--- src/rtl/chardisp_pkg.sv ---
package chardisp_pkg;

  localparam int DATA_W   = 8;
  localparam int AC_W     = 7;
  localparam int CG_AW    = 6;
  localparam int DD_DEPTH = 2 ** AC_W;
  localparam int CG_DEPTH = 2 ** CG_AW;

  localparam logic [DATA_W-1:0] BLANK_CODE = 8'h20;
  localparam logic [AC_W-1:0]   LINE2_BASE = 7'h40;

  typedef enum logic [3:0] {
    CK_NONE, CK_CLEAR, CK_HOME, CK_ENTRY, CK_DISP,
    CK_MOVE, CK_FUNC, CK_CGADR, CK_DDADR
  } cmdKind_t;

  typedef struct packed {
    logic              loadAc;
    logic [AC_W-1:0]   acVal;
    logic              selCg;
    logic              selDd;
    logic              stepAc;
    logic              stepUp;
    logic              shiftDisp;
    logic              shiftLeft;
    logic              zeroShift;
    logic              ddWrite;
    logic              cgWrite;
    logic              ramRead;
    logic              statusRead;
    logic              setEntry;
    logic              setDisp;
    logic              setFunc;
    logic              setBrt;
    logic              forceInc;
    logic              fillEn;
    logic [AC_W-1:0]   fillAddr;
    logic [DATA_W-1:0] payload;
  } ctlStrobes_t;

endpackage

--- src/rtl/chardisp_ctrl.sv ---
module chardisp_ctrl
  import chardisp_pkg::*;
#(
  parameter int CMD_CYCLES   = 3,
  parameter int CLEAR_CYCLES = 150
) (
  input  logic              clk,
  input  logic              rstN,
  input  logic              wrEn,
  input  logic              rdEn,
  input  logic              regSel,
  input  logic [DATA_W-1:0] wrData,
  input  logic              incMode,
  input  logic              entryShift,
  input  logic              cgSel,
  output ctlStrobes_t       ctl,
  output logic              busy
);

  localparam int CNT_W = $clog2(CLEAR_CYCLES + 1);
  localparam logic [CNT_W-1:0] CLR_LOAD = CNT_W'(CLEAR_CYCLES);
  localparam logic [CNT_W-1:0] CMD_LOAD = CNT_W'(CMD_CYCLES);
  localparam logic [AC_W-1:0]  FILL_LAST = AC_W'(DD_DEPTH - 1);

  logic [CNT_W-1:0] busyCnt;
  logic             fillOn;
  logic [AC_W-1:0]  fillPtr;
  logic             brtArm;
  logic             wrAcc;
  logic             rdAcc;
  logic             stRd;
  logic             startClear;
  cmdKind_t         kind;

  function automatic cmdKind_t decodeCmd(input logic [DATA_W-1:0] b);
    casez (b)
      8'b1???????: return CK_DDADR;
      8'b01??????: return CK_CGADR;
      8'b001?????: return CK_FUNC;
      8'b0001????: return CK_MOVE;
      8'b00001???: return CK_DISP;
      8'b000001??: return CK_ENTRY;
      8'b0000001?: return CK_HOME;
      8'b00000001: return CK_CLEAR;
      default:     return CK_NONE;
    endcase
  endfunction

  assign busy  = (busyCnt != '0);
  assign wrAcc = wrEn & ~busy;
  assign rdAcc = rdEn & ~wrEn & regSel & ~busy;
  assign stRd  = rdEn & ~wrEn & ~regSel;
  assign kind  = decodeCmd(wrData);

  always_comb begin
    ctl          = '0;
    ctl.payload  = wrData;
    ctl.stepUp   = incMode;
    ctl.fillEn   = fillOn;
    ctl.fillAddr = fillPtr;
    startClear   = 1'b0;
    if (wrAcc && regSel) begin
      if (brtArm) begin
        ctl.setBrt = 1'b1;
      end else if (cgSel) begin
        ctl.cgWrite = 1'b1;
        ctl.stepAc  = 1'b1;
      end else begin
        ctl.ddWrite   = 1'b1;
        ctl.stepAc    = 1'b1;
        ctl.shiftDisp = entryShift;
        ctl.shiftLeft = incMode;
      end
    end else if (wrAcc) begin
      case (kind)
        CK_CLEAR: begin
          startClear    = 1'b1;
          ctl.loadAc    = 1'b1;
          ctl.selDd     = 1'b1;
          ctl.zeroShift = 1'b1;
          ctl.forceInc  = 1'b1;
        end
        CK_HOME: begin
          ctl.loadAc    = 1'b1;
          ctl.selDd     = 1'b1;
          ctl.zeroShift = 1'b1;
        end
        CK_ENTRY: ctl.setEntry = 1'b1;
        CK_DISP:  ctl.setDisp  = 1'b1;
        CK_MOVE: begin
          if (wrData[3]) begin
            ctl.shiftDisp = 1'b1;
            ctl.shiftLeft = ~wrData[2];
          end else begin
            ctl.stepAc = 1'b1;
            ctl.stepUp = wrData[2];
          end
        end
        CK_FUNC: ctl.setFunc = 1'b1;
        CK_CGADR: begin
          ctl.loadAc = 1'b1;
          ctl.acVal  = {1'b0, wrData[CG_AW-1:0]};
          ctl.selCg  = 1'b1;
        end
        CK_DDADR: begin
          ctl.loadAc = 1'b1;
          ctl.acVal  = wrData[AC_W-1:0];
          ctl.selDd  = 1'b1;
        end
        default: ;
      endcase
    end else if (rdAcc) begin
      ctl.ramRead = 1'b1;
      ctl.stepAc  = 1'b1;
    end
    if (stRd) ctl.statusRead = 1'b1;
  end

  always_ff @(posedge clk or negedge rstN) begin
    if (!rstN) begin
      busyCnt <= CLR_LOAD;
    end else if (startClear) begin
      busyCnt <= CLR_LOAD;
    end else if (wrAcc || rdAcc) begin
      busyCnt <= CMD_LOAD;
    end else if (busy) begin
      busyCnt <= busyCnt - 1'b1;
    end
  end

  always_ff @(posedge clk or negedge rstN) begin
    if (!rstN) begin
      fillOn  <= 1'b1;
      fillPtr <= '0;
    end else if (startClear) begin
      fillOn  <= 1'b1;
      fillPtr <= '0;
    end else if (fillOn) begin
      if (fillPtr == FILL_LAST) fillOn <= 1'b0;
      fillPtr <= fillPtr + 1'b1;
    end
  end

  always_ff @(posedge clk or negedge rstN) begin
    if (!rstN) begin
      brtArm <= 1'b0;
    end else if (wrAcc) begin
      brtArm <= ~regSel && (kind == CK_FUNC);
    end
  end

  AST_FILL_UNDER_BUSY: assert property (@(posedge clk) disable iff (!rstN)
    fillOn |-> busy);

  AST_ONE_STORE_ACTION: assert property (@(posedge clk) disable iff (!rstN)
    $onehot0({ctl.ddWrite, ctl.cgWrite, ctl.setBrt, ctl.ramRead}));

endmodule

--- src/rtl/chardisp_dpath.sv ---
module chardisp_dpath
  import chardisp_pkg::*;
#(
  parameter int LINE_LEN = 40,
  localparam int SH_W    = $clog2(LINE_LEN)
) (
  input  logic              clk,
  input  logic              rstN,
  input  ctlStrobes_t       ctl,
  input  logic              busy,
  output logic [AC_W-1:0]   acQ,
  output logic              cgSel,
  output logic              incMode,
  output logic              entryShift,
  output logic              displayOn,
  output logic              cursorOn,
  output logic              blinkOn,
  output logic              busWide,
  output logic [1:0]        brtQ,
  output logic [SH_W-1:0]   shiftQ,
  output logic [DATA_W-1:0] rdData,
  output logic              rdValid
);

  localparam logic [AC_W-1:0] LINE1_LAST = AC_W'(LINE_LEN - 1);
  localparam logic [AC_W-1:0] LINE2_LAST = LINE2_BASE + LINE1_LAST;
  localparam logic [SH_W-1:0] SH_LAST    = SH_W'(LINE_LEN - 1);

  logic [DATA_W-1:0] ddRam [DD_DEPTH];
  logic [DATA_W-1:0] cgRam [CG_DEPTH];

  function automatic logic [AC_W-1:0] nextAc(input logic [AC_W-1:0] a,
                                             input logic up, input logic cg);
    logic [CG_AW-1:0] c;
    if (cg) begin
      c = up ? a[CG_AW-1:0] + 1'b1 : a[CG_AW-1:0] - 1'b1;
      return {1'b0, c};
    end
    if (up) begin
      if (a == LINE1_LAST) return LINE2_BASE;
      if (a == LINE2_LAST) return '0;
      return a + 1'b1;
    end
    if (a == '0)         return LINE2_LAST;
    if (a == LINE2_BASE) return LINE1_LAST;
    return a - 1'b1;
  endfunction

  function automatic logic [SH_W-1:0] nextShift(input logic [SH_W-1:0] s,
                                                input logic left);
    if (left) return (s == SH_LAST) ? '0 : s + 1'b1;
    return (s == '0) ? SH_LAST : s - 1'b1;
  endfunction

  always_ff @(posedge clk or negedge rstN) begin
    if (!rstN) begin
      acQ   <= '0;
      cgSel <= 1'b0;
    end else begin
      if (ctl.loadAc)      acQ <= ctl.acVal;
      else if (ctl.stepAc) acQ <= nextAc(acQ, ctl.stepUp, cgSel);
      if (ctl.selCg)       cgSel <= 1'b1;
      else if (ctl.selDd)  cgSel <= 1'b0;
    end
  end

  always_ff @(posedge clk or negedge rstN) begin
    if (!rstN) begin
      shiftQ <= '0;
    end else if (ctl.zeroShift) begin
      shiftQ <= '0;
    end else if (ctl.shiftDisp) begin
      shiftQ <= nextShift(shiftQ, ctl.shiftLeft);
    end
  end

  always_ff @(posedge clk or negedge rstN) begin
    if (!rstN) begin
      incMode    <= 1'b1;
      entryShift <= 1'b0;
      displayOn  <= 1'b0;
      cursorOn   <= 1'b0;
      blinkOn    <= 1'b0;
      busWide    <= 1'b1;
      brtQ       <= 2'b00;
    end else begin
      if (ctl.setEntry) begin
        incMode    <= ctl.payload[1];
        entryShift <= ctl.payload[0];
      end else if (ctl.forceInc) begin
        incMode <= 1'b1;
      end
      if (ctl.setDisp) begin
        displayOn <= ctl.payload[2];
        cursorOn  <= ctl.payload[1];
        blinkOn   <= ctl.payload[0];
      end
      if (ctl.setFunc) busWide <= ctl.payload[4];
      if (ctl.setBrt)  brtQ    <= ctl.payload[1:0];
    end
  end

  always_ff @(posedge clk) begin
    if (ctl.fillEn)       ddRam[ctl.fillAddr] <= BLANK_CODE;
    else if (ctl.ddWrite) ddRam[acQ]          <= ctl.payload;
    if (ctl.cgWrite)      cgRam[acQ[CG_AW-1:0]] <= ctl.payload;
  end

  always_ff @(posedge clk or negedge rstN) begin
    if (!rstN) begin
      rdData  <= '0;
      rdValid <= 1'b0;
    end else begin
      rdValid <= ctl.ramRead | ctl.statusRead;
      if (ctl.ramRead)
        rdData <= cgSel ? cgRam[acQ[CG_AW-1:0]] : ddRam[acQ];
      else if (ctl.statusRead)
        rdData <= {busy, acQ};
    end
  end

  AST_AC_HOLD_BUSY: assert property (@(posedge clk) disable iff (!rstN)
    busy |=> $stable(acQ));

  AST_SHIFT_RANGE: assert property (@(posedge clk) disable iff (!rstN)
    shiftQ <= SH_LAST);

  AST_CG_AC_RANGE: assert property (@(posedge clk) disable iff (!rstN)
    cgSel |-> (acQ[AC_W-1] == 1'b0));

  AST_BRT_SOURCE: assert property (@(posedge clk) disable iff (!rstN)
    !$stable(brtQ) |-> $past(ctl.setBrt));

endmodule

--- src/rtl/chardisp_exec.sv ---
module chardisp_exec
  import chardisp_pkg::*;
#(
  parameter int LINE_LEN     = 40,
  parameter int CMD_CYCLES   = 3,
  parameter int CLEAR_CYCLES = 150
) (
  input  logic                        clk,
  input  logic                        rstN,
  input  logic                        wrEn,
  input  logic                        rdEn,
  input  logic                        regSel,
  input  logic [7:0]                  wrData,
  output logic [7:0]                  rdData,
  output logic                        rdValid,
  output logic [7:0]                  statusOut,
  output logic                        displayOn,
  output logic                        cursorOn,
  output logic                        blinkOn,
  output logic                        busWide,
  output logic [1:0]                  brightness,
  output logic [$clog2(LINE_LEN)-1:0] shiftOfs
);

  ctlStrobes_t     ctl;
  logic            busy;
  logic [AC_W-1:0] acQ;
  logic            cgSel;
  logic            incMode;
  logic            entryShift;

  chardisp_ctrl #(
    .CMD_CYCLES  (CMD_CYCLES),
    .CLEAR_CYCLES(CLEAR_CYCLES)
  ) ctrl_i (
    .clk       (clk),
    .rstN      (rstN),
    .wrEn      (wrEn),
    .rdEn      (rdEn),
    .regSel    (regSel),
    .wrData    (wrData),
    .incMode   (incMode),
    .entryShift(entryShift),
    .cgSel     (cgSel),
    .ctl       (ctl),
    .busy      (busy)
  );

  chardisp_dpath #(
    .LINE_LEN(LINE_LEN)
  ) dpath_i (
    .clk       (clk),
    .rstN      (rstN),
    .ctl       (ctl),
    .busy      (busy),
    .acQ       (acQ),
    .cgSel     (cgSel),
    .incMode   (incMode),
    .entryShift(entryShift),
    .displayOn (displayOn),
    .cursorOn  (cursorOn),
    .blinkOn   (blinkOn),
    .busWide   (busWide),
    .brtQ      (brightness),
    .shiftQ    (shiftOfs),
    .rdData    (rdData),
    .rdValid   (rdValid)
  );

  assign statusOut = {busy, acQ};

endmodule

--- config.mk ---
export PLATFORM = sky130hd
export DESIGN_NAME = chardisp_exec
export DESIGN_NICKNAME = d
export VERILOG_FILES = /design/src/rtl/chardisp_pkg.sv /design/src/rtl/chardisp_ctrl.sv /design/src/rtl/chardisp_dpath.sv /design/src/rtl/chardisp_exec.sv
export SDC_FILE = /design/constraint.sdc
export NUM_CORES = 2
export LEC_CHECK = 0
export BUFFER_PORTS_ARGS = -buffer_cell sky130_fd_sc_hd__buf_4
export CAP_MARGIN = 20
export CORE_MARGIN = 2
export CORE_UTILIZATION = 38
export DETAILED_ROUTE_END_ITERATION = 12
export PLACE_DENSITY = 0.55
export SYNTH_ARGS = -nofsm -noshare
export SYNTH_HDL_FRONTEND = slang
export SYNTH_HIERARCHICAL = 1
export SYNTH_SLANG_ARGS = --single-unit
--- constraint.sdc ---
create_clock -name clk -period 7 [get_ports clk]
set_clock_uncertainty 0.15 [all_clocks]
set_input_delay 0.35 -clock clk [delete_from_list [all_inputs] [get_ports clk]]
set_output_delay 0.35 -clock clk [all_outputs]
set_load 0.005 [all_outputs]
Word level (Yosys, flattened, before mapping)
Memories as Yosys holds them, arrays and structs flattened.
Index checks and enable logic that the tools add are counted.
{"block": "classes", "add_sub_neg": 8, "eq_ne": 20, "muxes": 117, "n_bitwise": 10, "n_reduce_logical": 17}
{"operator": "7-bit two-way mux", "count": 19}
{"operator": "1-bit two-way mux", "count": 69}
{"operator": "8-bit two-way mux", "count": 7}
{"operator": "6-bit two-way mux", "count": 7}
{"operator": "4-bit case mux with 8 select lines", "count": 1}
{"operator": "7-bit equality test, second input constant", "count": 3}
{"operator": "10-bit two-way mux", "count": 2}
{"operator": "4-bit by 3-bit equality test with 1-bit output, second input constant", "count": 4}
{"operator": "7-bit by 1-bit adder with 7-bit output, second input constant", "count": 2}
{"operator": "2-bit two-way mux", "count": 7}
{"operator": "7-bit case mux with 2 select lines", "count": 1}
{"operator": "6-bit by 1-bit adder with 6-bit output, second input constant", "count": 2}
{"operator": "2-bit nonzero test", "count": 6}
{"operator": "6-bit by 1-bit subtractor with 6-bit output, second input constant", "count": 2}
{"operator": "4-bit by 1-bit equality test with 1-bit output, second input constant", "count": 2}
{"operator": "4-bit by 2-bit equality test with 1-bit output, second input constant", "count": 2}
{"operator": "8-bit by 1-bit equality test with 1-bit output, second input constant", "count": 1}
{"operator": "4-bit two-way mux", "count": 2}
{"operator": "8-bit nonzero test", "count": 1}
{"operator": "8-bit OR reduction", "count": 1}
{"operator": "8-bit by 1-bit subtractor with 8-bit output, second input constant", "count": 1}
{"operator": "7-bit by 1-bit equality test with 1-bit output, second input constant", "count": 1}
{"operator": "7-bit by 6-bit equality test with 1-bit output, second input constant", "count": 1}
{"operator": "7-bit zero test", "count": 1}
{"operator": "18 further kinds", "count": 27}
{"block": "totals", "register_bits": 48, "ramBits": 1536, "in_bits": 13, "mem_count": 2}
{"name": "dpath_i.ddRam", "words": 128, "word_bits": 8, "rd": 1, "rd_ports_with_merged_regs": 0, "write_ports": 1, "line": "chardisp_dpath.sv:29", "text": "logic [DATA_W-1:0] ddRam [DD_DEPTH];"}
{"name": "dpath_i.cgRam", "words": 64, "word_bits": 8, "rd": 1, "rd_ports_with_merged_regs": 0, "write_ports": 1, "line": "chardisp_dpath.sv:30", "text": "logic [DATA_W-1:0] cgRam [CG_DEPTH];"}

Depth between registers and ports, before layout
{"block": "logic_depth", "ltp_word": 28, "ltp_mapped": 18, "ltp_nobuf": 16}

Cells and area by module
Netlist, hierarchy kept.
{"module": "chardisp_dpath", "n_inst": 1, "cells_per_inst": 3598, "area_per_inst_um2": 61211.2, "seq_area_each_um2": 46902.5}
{"module": "chardisp_ctrl", "n_inst": 1, "cells_per_inst": 142, "area_per_inst_um2": 1252.5, "seq_area_each_um2": 431.7}
{"module": "chardisp_exec", "n_inst": 1, "cells_per_inst": 1, "area_per_inst_um2": 7.5, "seq_area_each_um2": 0.0}

Worst setup path after synthesis
OpenSTA, ideal clock, no wires.
{"block": "synth_timing", "kind": "register to register", "from": "register ctrl_i.busyCnt[0]", "to": "memory dpath_i.ddRam[0][0], data pin", "setup_time_ns": 0.535, "arrival_time_ns": 4.544, "required_time_ns": 6.315, "slack_ns": 1.771, "stages_incl_launch_ff": 13, "path_buffers": 4, "synth_period_minus_slack_ns": 5.229, "path_cell_list": "dfrtp_1 inv_1 ha_1 or4b_4 nor2b_2 buf_6 inv_6 nor4_4 clkbuf_1 nor2b_1 clkbuf_1 clkbuf_1 and2_1"}
{"element": "start, declared", "line": "chardisp_ctrl.sv:25", "text": "logic [CNT_W-1:0] busyCnt;"}
{"element": "start signal, assigned", "line": "chardisp_ctrl.sv:127", "text": "busyCnt <= busyCnt - 1'b1;"}
{"element": "end, declared", "line": "chardisp_dpath.sv:29"}

==> run summary <==
number of synthesized flops with an enable pin: 1536
RSZ-0062 raised after global routing: no
H-tree depth: 4
Setup-failing EPs final: 0
Fin. Hold Viols: 0
CTS tree: done
Antenna Nets Post-Route: 0
Syn Area/Cell: 16.7 um2
slowest stage delay, CP: 0.84 ns
# Post-CTS Setup Buffers: 0
Avg Vias per Cell: 6.18
proportion of layout cells with a drive suffix above 1: 0.165
slew margin rel.: 0.247
status: finished, final reports clean
Tcrit/Tclk final: 0.710
vias in the first global route: 36.4k
Yosys warnings: 6
gr usage total: 0.248
worst setup margin: 2.03 ns
initial antenna violation count: 5
DR vias: 38.0k
dpl ws: 2.05 ns
crit path capture type: flop
hold slack final: 0.0830 ns
CP max-delay cell: nor2_1
Core Util, Final: 0.436
port buffer count: 41
FP Rows: 148
routed len/inst: 34.4 um
Peak supply drop: 0.000285 V
Die Y: 409 um
Max Root-Sink Buffers: 3
Leakage Power: 20.9 nW
Cell Pwr Density: 342 nW/um2
Worst-Skew Late Latency: 0.82 ns
worst-path fanout max: 24
clock slew at reported path FFs: 0.06 ns
Layout area overhead: 13.8%
die area: 168000 um2
Period minus WS final: 4.97 ns
first-pass GRT wire length: 294000 um
CP delay by family, top: simple AND/OR/NAND/NOR gates
Clock Tree Root: clkbuf_16
final wirelength: 211000 um
Starting DRT DRC Count: 5555
Worst EP arrival: 5.25 ns
CTS Buf Count: 168
Max Clock Freq: 0.201 GHz
Buf+Inv Stages, Crit Path: 4
main flop type after synthesis: edfxtp_1
Die Wd: 409 um
Overflow after GRT: 0
largest net degree at the start of global routing: 94
asr flop ratio synth: 0.0303
syn nets: 3766
Cell Area, Synth: 62500 um2
Slew Limit Fails: 0
post-synthesis sequential area ratio: 0.758
DRC violations left: 0
clk sinks: 1584
I/O pins: 42
CP required: 7.28 ns
Setup Total Neg Slack: 0 ns
Startpoint Class: flop
worst hold path type: input port to flop
Initial Utilization: 0.383
Nets: 3860
Netlist cell types: 84
Max-Cap Viols: 0
Post-Syn Instances: 3741
Yosys reg bits: 1584
post-detail-place hpwl: 129000 um
multi-input logic area: 14000 um2
core area: 163000 um2
worst slew pin tran: 1.12 ns
worst path cell trace: inv_1 -> ha_1 -> or4b_4 -> nor2b_2 -> inv_6 -> nor4_4 -> buf_4 -> nor2b_2 -> buf_4 -> a22oi_1 -> nand2b_2 -> nor2_1
gpl congestion: 0.902
filler cell count: 14.4k
critical path type: flop to flop
drt pass-1 iters: 6
FF/Latch Area: 47300 um2
-- synth_stat cells, types with 12 or more instances --
cell type | count | area (um2)
nand2_1 | 138 | 518
o22ai_1 | 20 | 125
buf_1 | 14 | 52.6
mux2i_1 | 105 | 1050
o2bb2ai_1 | 12 | 105
clkbuf_1 | 100 | 375
a221oi_1 | 120 | 1050
nor3_1 | 34 | 170
dfrtp_1 | 41 | 1030
mux2_2 | 151 | 1700
and3_1 | 15 | 93.8
buf_4 | 37 | 278
o211ai_1 | 13 | 97.6
buf_2 | 104 | 521
mux4_2 | 35 | 788
a211oi_1 | 13 | 97.6
edfxtp_1 | 1536 | 46100
a41oi_1 | 13 | 114
a222oi_1 | 22 | 220
a221o_1 | 58 | 581
a21oi_1 | 110 | 551
inv_1 | 17 | 63.8
a22oi_1 | 273 | 2050
nand3_1 | 27 | 135
nand4_1 | 27 | 169
a31oi_1 | 35 | 219
nor2b_1 | 12 | 75.1
o21ai_0 | 81 | 405
nor2_1 | 292 | 1100
nand2b_1 | 14 | 87.6
and2_1 | 13 | 81.3
a22o_1 | 39 | 342
-- final timing paths --
kind	start	end	depth (start not counted)	slack [ns]
min in group asynchronous	rstN	dpath_i/shiftQ[1]	3	0.52
max in group asynchronous	rstN	dpath_i/cursorOn	4	4.92
max reg2reg	ctrl_i/busyCnt[0]	dpath_i/ddRam[108][0]	12	2.03
min reg2reg	dpath_i/blinkOn	dpath_i/blinkOn	1	0.36
min	wrData[0]	dpath_i/cgRam[5][0]	1	0.08
max	ctrl_i/busyCnt[0]	dpath_i/ddRam[108][0]	12	2.03
-- state kept, by name, summed over array words and instances (netlist names) --
register,cells
ctrl_i/busyCnt,8
ctrl_i/fillOn,1
dpath_i/busWide,1
dpath_i/shiftQ,6
dpath_i/ddRam,1024
ctrl_i/fillPtr,7
dpath_i/rdValid,1
dpath_i/incMode,1
dpath_i/brtQ,2
dpath_i/displayOn,1
dpath_i/cgRam,512
dpath_i/cgSel,1
dpath_i/acQ,7
dpath_i/blinkOn,1
dpath_i/entryShift,1
dpath_i/rdData,8
ctrl_i/brtArm,1
dpath_i/cursorOn,1
-- cell type report --
class / instances / area share
clock inverters: 85 / 0.0122
clock buffers: 218 / 0.0621
multi-input cells: 1873 / 0.196
diodes: 2 / 0.0000704
inverters: 22 / 0.00128
flip-flops and latches: 1584 / 0.666
repair buffers: 186 / 0.0237
well taps: 2175 / 0.0383
-- per-layer routing --
layer / GRT usage / vias to the layer above / part of all wire
met5: 0 / - / 0.00013
met4: 0.0834 / 4 / 0.036
met3: 0.0606 / 411 / 0.10
met2: 0.389 / 2268 / 0.46
met1: 0.338 / 19900 / 0.40
li1: - / 15400 / -
-- worst reg2reg max path, delay by kind of cell, from the launching register on --
| family | cells | cell delay, ns |
|---|---|---|
| simple gates | 6 | 2.85 |
| buf+inv | 4 | 0.79 |
| flops | 1 | 0.41 |
| compound gates | 1 | 0.22 |
| fa+ha+maj | 1 | 0.21 |
-- stage by stage --
stage / area (um2) / power [mW] / std cells
floorplan: 62500 / 13.3 / 3741
global placement: 65600 / 15.8 / 5820
finish: 71100 / 24.3 / 6145
detailed placement: 65600 / 15.8 / 5824
CTS: 71100 / 24.3 / 6140
global route: 71100 / 24.9 / 6143
-- kinds of logic (layout without fill, tap and decap cells) --
kind of cell | count (synthesis) | after routing | synth area share
mux | 297 | 297 | 0.0577
flops | 1584 | 1584 | 0.758
fa+ha+maj | 12 | 12 | 0.00252
simple gates | 639 | 639 | 0.0482
compound gates | 908 | 908 | 0.109
xor+xnor | 17 | 17 | 0.00238
buf+inv | 284 | 511 | 0.0223
other cells | 0 | 2 | 0
-- what timing repair did --
item,4_1_cts,5_1_grt
resized for setup,0,0
hold buffers,13,0
hold endpoints to repair,109,0
setup endpoints to repair,0,0
-- layout by cell type (no fill, tap or decap), types with 35 or more instances in the layout --
master / synthesis / routed
dfrtp_1: 41 / 36
nor2_1: 292 / 288
a21oi_1: 110 / 110
a31oi_1: 35 / 35
o21ai_0: 81 / 80
a22o_1: 39 / 39
mux4_2: 35 / 35
clkbuf_1: 100 / 49
a221oi_1: 120 / 120
buf_4: 37 / 149
a22oi_1: 273 / 273
clkbuf_16: 0 / 169
a221o_1: 58 / 58
mux2i_1: 105 / 105
nand2_1: 138 / 138
mux2_2: 151 / 151
edfxtp_1: 1536 / 1536
-- power by group --
group          leakage, nW  total (mW)  internal (mW)  switching [mW]
registers             13.4        10.5           10.4           0.161
clock network         2.56        8.60           4.85            3.75
logic                 4.93        5.20           1.60            3.61
No activity file was read; power rests on OpenSTA's default activity.
